--- src/rtl/ecv_pkg.sv ---
package ecv_pkg;

  localparam int CK_W = 16;

  // ones'-complement 16-bit addition with end-around carry
  function automatic logic [CK_W-1:0] oc_add(input logic [CK_W-1:0] a,
                                             input logic [CK_W-1:0] b);
    logic [CK_W:0] s;
    s = {1'b0, a} + {1'b0, b};
    return s[CK_W-1:0] + {{(CK_W-1){1'b0}}, s[CK_W]};
  endfunction

  // both encodings of ones'-complement zero
  function automatic logic is_zero_code(input logic [CK_W-1:0] v);
    return (v == '0) || (v == '1);
  endfunction

endpackage

--- src/rtl/ecv_beat_sum.sv ---
module ecv_beat_sum
  import ecv_pkg::*;
#(
  parameter int DATA_W = 32
) (
  input  logic [DATA_W-1:0]   data,
  input  logic [DATA_W/8-1:0] keep,
  output logic [CK_W-1:0]     sum
);

  localparam int KW = DATA_W / 8;
  localparam int NW = DATA_W / CK_W;

  logic [DATA_W-1:0] masked;

  // zero the byte lanes that carry no data (gives odd-byte padding)
  always_comb begin
    for (int b = 0; b < KW; b++) begin
      masked[8*b +: 8] = keep[b] ? data[8*b +: 8] : 8'h00;
    end
  end

  // fold every 16-bit word of the beat, most significant word first
  always_comb begin
    sum = '0;
    for (int w = 0; w < NW; w++) begin
      sum = oc_add(sum, masked[DATA_W-1-CK_W*w -: CK_W]);
    end
  end

endmodule

--- src/rtl/ecv_frame_ctl.sv ---
module ecv_frame_ctl
  import ecv_pkg::*;
#(
  parameter int PW = 3
) (
  input  logic            clk,
  input  logic            rst_n,
  input  logic            beat_fire,
  input  logic            beat_last,
  input  logic [CK_W-1:0] hdr_ck,
  input  logic [PW-1:0]   hdr_port,
  input  logic [CK_W-1:0] beat_sum,
  output logic            expect_hdr,
  output logic [PW-1:0]   pkt_port,
  output logic            pkt_bad
);

  logic            hdr_q, hdr_d;
  logic [CK_W-1:0] ck_q, ck_d;
  logic [PW-1:0]   port_q, port_d;
  logic [CK_W-1:0] acc_q, acc_d;
  logic [CK_W-1:0] total;
  logic            match;

  assign total = oc_add(acc_q, beat_sum);
  assign match = (total == ck_q) || (is_zero_code(total) && is_zero_code(ck_q));

  always_comb begin
    hdr_d  = hdr_q;
    ck_d   = ck_q;
    port_d = port_q;
    acc_d  = acc_q;
    if (beat_fire) begin
      if (hdr_q) begin
        hdr_d  = 1'b0;
        ck_d   = hdr_ck;
        port_d = hdr_port;
        acc_d  = '0;
      end else begin
        acc_d = total;
        if (beat_last) begin
          hdr_d = 1'b1;
        end
      end
    end
  end

  always_ff @(posedge clk or negedge rst_n) begin
    if (!rst_n) begin
      hdr_q  <= 1'b1;
      ck_q   <= '0;
      port_q <= '0;
      acc_q  <= '0;
    end else if (beat_fire) begin
      hdr_q  <= hdr_d;
      ck_q   <= ck_d;
      port_q <= port_d;
      acc_q  <= acc_d;
    end
  end

  assign expect_hdr = hdr_q;
  assign pkt_port   = port_q;
  assign pkt_bad    = ~match;

endmodule

--- src/rtl/ecv_out_stage.sv ---
module ecv_out_stage #(
  parameter int DATA_W = 32,
  parameter int PW     = 3
) (
  input  logic                clk,
  input  logic                rst_n,
  input  logic                load,
  input  logic [DATA_W-1:0]   ld_data,
  input  logic [DATA_W/8-1:0] ld_keep,
  input  logic                ld_last,
  input  logic                ld_err,
  input  logic [PW-1:0]       ld_port,
  input  logic                out_ready,
  output logic                out_valid,
  output logic [DATA_W-1:0]   out_data,
  output logic [DATA_W/8-1:0] out_keep,
  output logic                out_last,
  output logic                out_err,
  output logic [PW-1:0]       out_port
);

  localparam int KW = DATA_W / 8;

  logic              v_q, v_d;
  logic [DATA_W-1:0] d_q;
  logic [KW-1:0]     k_q;
  logic              l_q;
  logic              e_q;
  logic [PW-1:0]     p_q;

  always_comb begin
    v_d = v_q;
    if (load) begin
      v_d = 1'b1;
    end else if (out_ready) begin
      v_d = 1'b0;
    end
  end

  always_ff @(posedge clk or negedge rst_n) begin
    if (!rst_n) begin
      v_q <= 1'b0;
    end else begin
      v_q <= v_d;
    end
  end

  always_ff @(posedge clk or negedge rst_n) begin
    if (!rst_n) begin
      d_q <= '0;
      k_q <= '0;
      l_q <= 1'b0;
      e_q <= 1'b0;
      p_q <= '0;
    end else if (load) begin
      d_q <= ld_data;
      k_q <= ld_keep;
      l_q <= ld_last;
      e_q <= ld_err;
      p_q <= ld_port;
    end
  end

  assign out_valid = v_q;
  assign out_data  = d_q;
  assign out_keep  = k_q;
  assign out_last  = l_q;
  assign out_err   = e_q;
  assign out_port  = p_q;

endmodule

--- src/rtl/ecv_cnt_bank.sv ---
module ecv_cnt_bank #(
  parameter int NPORTS = 8,
  parameter int CNT_W  = 32,
  parameter int PW     = 3
) (
  input  logic             clk,
  input  logic             rst_n,
  input  logic             inc,
  input  logic [PW-1:0]    inc_port,
  input  logic             clr,
  input  logic [PW-1:0]    clr_port,
  input  logic [PW-1:0]    rd_port,
  output logic [CNT_W-1:0] rd_count
);

  localparam logic [CNT_W-1:0] CMAX = '1;

  logic [CNT_W-1:0] cnt_q [NPORTS];

  for (genvar p = 0; p < NPORTS; p++) begin : g_port
    logic [CNT_W-1:0] cnt_d;
    logic             hit_clr;
    logic             hit_inc;

    assign hit_clr = clr & (clr_port == PW'(p));
    assign hit_inc = inc & (inc_port == PW'(p)) & (cnt_q[p] != CMAX);

    always_comb begin
      cnt_d = cnt_q[p];
      if (hit_clr) begin
        cnt_d = '0;
      end else if (hit_inc) begin
        cnt_d = cnt_q[p] + 1'b1;
      end
    end

    always_ff @(posedge clk or negedge rst_n) begin
      if (!rst_n) begin
        cnt_q[p] <= '0;
      end else if (hit_clr | hit_inc) begin
        cnt_q[p] <= cnt_d;
      end
    end
  end

  assign rd_count = cnt_q[rd_port];

endmodule

--- src/rtl/egress_cksum_verifier.sv ---
module egress_cksum_verifier
  import ecv_pkg::*;
#(
  parameter int DATA_W = 32,
  parameter int NPORTS = 8,
  parameter int CNT_W  = 32,
  localparam int KW    = DATA_W / 8,
  localparam int PW    = $clog2(NPORTS)
) (
  input  logic              clk,
  input  logic              rst_n,
  input  logic              in_valid,
  output logic              in_ready,
  input  logic [DATA_W-1:0] in_data,
  input  logic [KW-1:0]     in_keep,
  input  logic              in_last,
  output logic              out_valid,
  input  logic              out_ready,
  output logic [DATA_W-1:0] out_data,
  output logic [KW-1:0]     out_keep,
  output logic              out_last,
  output logic              out_err,
  output logic [PW-1:0]     out_port,
  input  logic              clr_valid,
  input  logic [PW-1:0]     clr_port,
  input  logic [PW-1:0]     rd_port,
  output logic [CNT_W-1:0]  rd_count
);

  logic            expect_hdr;
  logic            beat_fire;
  logic            data_fire;
  logic            pkt_end;
  logic            pkt_bad;
  logic [PW-1:0]   pkt_port;
  logic [CK_W-1:0] beat_sum;

  assign in_ready  = expect_hdr | ~out_valid | out_ready;
  assign beat_fire = in_valid & in_ready;
  assign data_fire = beat_fire & ~expect_hdr;
  assign pkt_end   = data_fire & in_last;

  ecv_beat_sum #(
    .DATA_W(DATA_W)
  ) u_sum (
    .data (in_data),
    .keep (in_keep),
    .sum  (beat_sum)
  );

  ecv_frame_ctl #(
    .PW(PW)
  ) u_ctl (
    .clk        (clk),
    .rst_n      (rst_n),
    .beat_fire  (beat_fire),
    .beat_last  (in_last),
    .hdr_ck     (in_data[CK_W-1:0]),
    .hdr_port   (in_data[CK_W +: PW]),
    .beat_sum   (beat_sum),
    .expect_hdr (expect_hdr),
    .pkt_port   (pkt_port),
    .pkt_bad    (pkt_bad)
  );

  ecv_out_stage #(
    .DATA_W(DATA_W),
    .PW    (PW)
  ) u_out (
    .clk       (clk),
    .rst_n     (rst_n),
    .load      (data_fire),
    .ld_data   (in_data),
    .ld_keep   (in_keep),
    .ld_last   (in_last),
    .ld_err    (pkt_end & pkt_bad),
    .ld_port   (pkt_port),
    .out_ready (out_ready),
    .out_valid (out_valid),
    .out_data  (out_data),
    .out_keep  (out_keep),
    .out_last  (out_last),
    .out_err   (out_err),
    .out_port  (out_port)
  );

  ecv_cnt_bank #(
    .NPORTS(NPORTS),
    .CNT_W (CNT_W),
    .PW    (PW)
  ) u_cnt (
    .clk      (clk),
    .rst_n    (rst_n),
    .inc      (pkt_end & pkt_bad),
    .inc_port (pkt_port),
    .clr      (clr_valid),
    .clr_port (clr_port),
    .rd_port  (rd_port),
    .rd_count (rd_count)
  );

endmodule

--- config.mk ---
export PLATFORM = sky130hd
export DESIGN_NAME = egress_cksum_verifier
export DESIGN_NICKNAME = d
export VERILOG_FILES = /design/src/rtl/ecv_pkg.sv /design/src/rtl/ecv_beat_sum.sv /design/src/rtl/ecv_frame_ctl.sv /design/src/rtl/ecv_out_stage.sv /design/src/rtl/ecv_cnt_bank.sv /design/src/rtl/egress_cksum_verifier.sv
export SDC_FILE = /design/constraint.sdc
export NUM_CORES = 1
export LEC_CHECK = 0
export ABC_AREA = 1
export BUFFER_PORTS_ARGS = -buffer_cell sky130_fd_sc_hd__buf_2
export CORE_MARGIN = 4
export CORE_UTILIZATION = 50
export CTS_CLUSTER_DIAMETER = 150
export DETAILED_ROUTE_END_ITERATION = 7
export HOLD_SLACK_MARGIN = 0.03
export PLACE_DENSITY = 0.7
export SYNTH_ARGS = -nofsm -noshare
export SYNTH_HDL_FRONTEND = slang
export SYNTH_HIERARCHICAL = 1
export SYNTH_SLANG_ARGS = --single-unit
--- constraint.sdc ---
create_clock -name clk -period 9.6 [get_ports clk]
set_input_delay 1.92 -clock clk [delete_from_list [all_inputs] [get_ports clk]]
set_output_delay 1.92 -clock clk [all_outputs]
set_load 0.02 [all_outputs]
==> flow_metrics.py <==
metrics = {
    "clock_tree": {
        "ctsHtreeMaxLevel": 2,
        "tritoncts_clock_tree": "yes",
        "clk-insertion-delay-late_ns": 0.59,
        "clock_root_buffer": "sky130_fd_sc_hd__clkbuf_16",
        "buffer_count_from_post_cts_setup_fixing": 0,
        "clock_tree.buffer_depth": 3,
        "cts-hold-fix-buffers": 0,
        "cts_resized": 0,
        "post_cts_clock_slew_at_the_launch_and_capture_registers_of_the_worst_setup_and_hold_paths_ns": 0.06,
        "cts_buffers": 41,
        "clock_sinks": 334,
    },
    "logic_synthesis": {
        "synth_largest_area_cell": "sky130_fd_sc_hd__dfrtp_1",
        "synth_area_per_cell_sq_um": 6.25,
        "synthesis.instances": 4218,
        "synthesis.area_sq_um": 26400,
        "synth_ff_type": "sky130_fd_sc_hd__dfrtp_1",
        "synth_async_sr_flop_share": 1.00,
        "synth_warnings": 6,
        "synth-edff-count": 0,
        "synth_seq_cells": 334,
        "post_synth_num_cell_types": 54,
        "synth_area_leaders": "sky130_fd_sc_hd__dfrtp_1, sky130_fd_sc_hd__nand2_1, sky130_fd_sc_hd__nor2_1",
        "syn-num-nets": 4312,
        "synth_sequential_area_ratio": 0.317,
        "synth_largest_type_area_fraction": 0.316,
    },
    "hold_path": {
        "timing.hold.worst_path_depth": 2,
        "min_path_type": "reg -> reg",
        "worstHoldStart": "u_out/out_data[14]$_DFFE_PN0P_",
        "min_to": "u_out/out_data[14]$_DFFE_PN0P_",
    },
    "place": {
        "routabilityCongestion": 0.994,
        "total_half_perimeter_wirelength_after_legalization_and_detailed_placement_mm": 64.7,
        "buffer_ports.inserted": 122,
        "area_after_detailed_placement_sq_um": 27400,
    },
    "setup_path": {
        "timing.rr.start": "u_ctl/acc_q[0]$_DFFE_PN0P_",
        "worst-path-max-fanout": 19,
        "timing_worst_setup_path_type": "in -> reg",
        "crit_path_max_incr_delay_ns": 0.39,
        "arrival_time_at_the_worst_endpoint_ns": 9.15,
        "rr_endpoint": "u_cnt/cnt_q[197]$_DFFE_PN0P_",
        "worstSetupStartpointType": "input port",
        "setup.worst_path.end_class": "flop",
        "r2r_setup_slack_ns": 4.38,
        "crit_path_top_delay_cell": "sky130_fd_sc_hd__ha_1",
        "reg2regPathDepth": 37,
        "worst_ep_required_time_ns": 10.07,
        "cp_common_cell": "sky130_fd_sc_hd__nand2_1",
    },
    "pwr": {
        "static-leakage-power_uw": 0.0139,
        "power_per_cell_area_nw_per_um2": 187,
        "vdd.ir_drop.worst_mv": 0.156,
        "power.total_uw": 5380,
    },
    "floorplanning": {
        "fp.coreArea_sq_um": 51700,
        "start_util": 0.510,
        "core.rowCount": 83,
        "die_area_sq_um": 56400,
        "die_width_um": 238,
        "io_pins": 123,
        "die_h_um": 238,
    },
    "global_routing": {
        "gr-max-usage-layer": "met2",
        "grt_first_pass_wirelength_mm": 136,
        "global_route.usage.met3": 0.0490,
        "via_count_of_the_first_global_routing_pass": 25000,
        "groute.layer.met2.usage": 0.461,
        "global_route_total_overflow": 0,
        "global_route.usage.total": 0.295,
        "antenna_found_initial": 0,
        "use_met1": 0.417,
        "grt_max_degree": 124,
    },
    "detailed_routing": {
        "final_antenna_net_count": 0,
        "post-route-drc-count": 2,
        "drtPass1Iterations": 8,
        "detail_route.iter0.violations": 2617,
        "drt-wirelength-per-cell_um": 17.1,
        "total_vias_in_the_final_route": 27400,
        "detailed_route_wl_mm": 85.6,
        "routed_via_density": 5.47,
    },
    "finish": {
        "final.fill_count": 5212,
        "syn_to_final_growth_pct": 9.27,
        "final_layout_size_suffix_gt1_frac": 0.0962,
        "finish.instance_area_sq_um": 28800,
        "finish.net_count": 4388,
        "final_cell_utilization_of_the_core": 0.557,
        "n_antenna_cell": 0,
    },
    "sta": {
        "final_setup_viols": 0,
        "finalCritPeriodShare": 0.905,
        "timing.fmax_ghz": 0.115,
        "grt_setup_unrepaired": "no",
        "worst_skew_ns": 0.0351,
        "worst_slew_pin_tran_ns": 1.06,
        "setup-tns-final_ns": 0,
        "final.hold.worst_slack_ns": 0.465,
        "maxSlewViolCount": 0,
        "layout_min_cycle_time_ns": 8.69,
        "hold_viol": 0,
        "slew_headroom": 0.291,
    },
    "run": {
        "cap_viol_max_count": 0,
    },
    "outcome": {
        "outcome": "finished with violations",
        "violations": "DRC",
    },
}
## worst max-delay path: cells and delay by family
| family | cells | cell delay [ns] |
|---|---|---|
| AOI/OAI and AO/OA | 5 | 0.51 |
| and+or+nand+nor | 36 | 4.19 |
| adders and majority gates | 6 | 1.51 |
| xor gates and xnor gates | 1 | 0.14 |
| buffers and inverters | 8 | 0.87 |
## Yosys cell counts, drive strengths merged, types with 44 or more instances
| cell | instances |
|---|---|
| a21oi | 181 |
| buf | 52 |
| clkbuf | 69 |
| dfrtp | 333 |
| ha | 44 |
| inv | 459 |
| nand2 | 1555 |
| nand3 | 375 |
| nand4 | 65 |
| nor2 | 565 |
| o21ai | 298 |
| xor2 | 69 |
## metrics by stage
| stage | cells | setup WS (ns) |
|---|---|---|
| global route | 5006 | 0.0227 |
| global placement | 4931 | 0.416 |
| finish | 5006 | 0.914 |
| detailed placement | 4931 | 0.184 |
| CTS | 5006 | 0.815 |
| floorplan | 4218 | 1.48 |
## how the worst max path moves through the flow
stage / from / to / slack, ns / cells after the start
finish: in_keep[3] / u_cnt/cnt_q[197]$_DFFE_PN0P_ / 0.91 / 56
CTS: in_keep[0] / u_cnt/cnt_q[218]$_DFFE_PN0P_ / 0.81 / 57
global route: in_keep[0] / u_cnt/cnt_q[223]$_DFFE_PN0P_ / 0.02 / 58
floorplan: in_keep[0] / u_cnt/cnt_q[46]$_DFFE_PN0P_ / 1.48 / 57
global placement: in_keep[0] / u_cnt/cnt_q[210]$_DFFE_PN0P_ / 0.42 / 57
detailed placement: in_keep[0] / u_cnt/cnt_q[218]$_DFFE_PN0P_ / 0.18 / 57
## kinds of logic after synthesis
family | Yosys count | synth area share
xor gates and xnor gates | 104 | 0.0351
DFF | 334 | 0.317
muxes | 8 | 0.00332
and+or+nand+nor | 2599 | 0.420
adders and majority gates | 46 | 0.0224
buffers and inverters | 588 | 0.0930
AOI/OAI and AO/OA | 539 | 0.108
## per-layer routing
| layer | vias up | wire length, um |
|---|---|---|
| met1 | 12500 | 37400 |
| met5 | - | 0 |
| met2 | 1101 | 37700 |
| met4 | 0 | 3100 |
| li1 | 13600 | - |
| met3 | 158 | 7430 |
## area by class of cell
cell class,instances,area [sq um],area share
clock buffers,60,1210,0.0420
clock inverters,15,183,0.00634
inverters,467,1770,0.0615
multi-input cells,3296,15500,0.540
flip-flops and latches,334,8360,0.290
well taps,680,851,0.0295
repair buffers,154,876,0.0304
## sequential cells by signal, summed over array words and instances, names as in the netlist, 3 cells and up
name / cells
u_ctl/ck_q: 16
u_ctl/acc_q: 16
u_ctl/pkt_port: 3
u_out/out_data: 32
u_out/out_port: 3
u_out/out_keep: 4
u_cnt/cnt_q: 256
## cells in the final DEF, fill, tap and decap left out, types with 62 or more instances in the layout
master and count:
sky130_fd_sc_hd__buf_2 120, sky130_fd_sc_hd__xor2_1 69, sky130_fd_sc_hd__inv_1 440, sky130_fd_sc_hd__nand2_1 1483, sky130_fd_sc_hd__nand2_2 62, sky130_fd_sc_hd__a21oi_1 178
sky130_fd_sc_hd__nor2_1 516, sky130_fd_sc_hd__dfrtp_1 333, sky130_fd_sc_hd__nand3_1 358, sky130_fd_sc_hd__nand4_1 65, sky130_fd_sc_hd__o21ai_0 255
## report_power, final
| part | total (uW) | switching, uW | internal [uW] |
|---|---|---|---|
| Clock | 1640 | 660 | 982 |
| Sequential | 1910 | 256 | 1650 |
| Combinational | 1830 | 1260 | 575 |
Power figures use the tool's default switching activity.
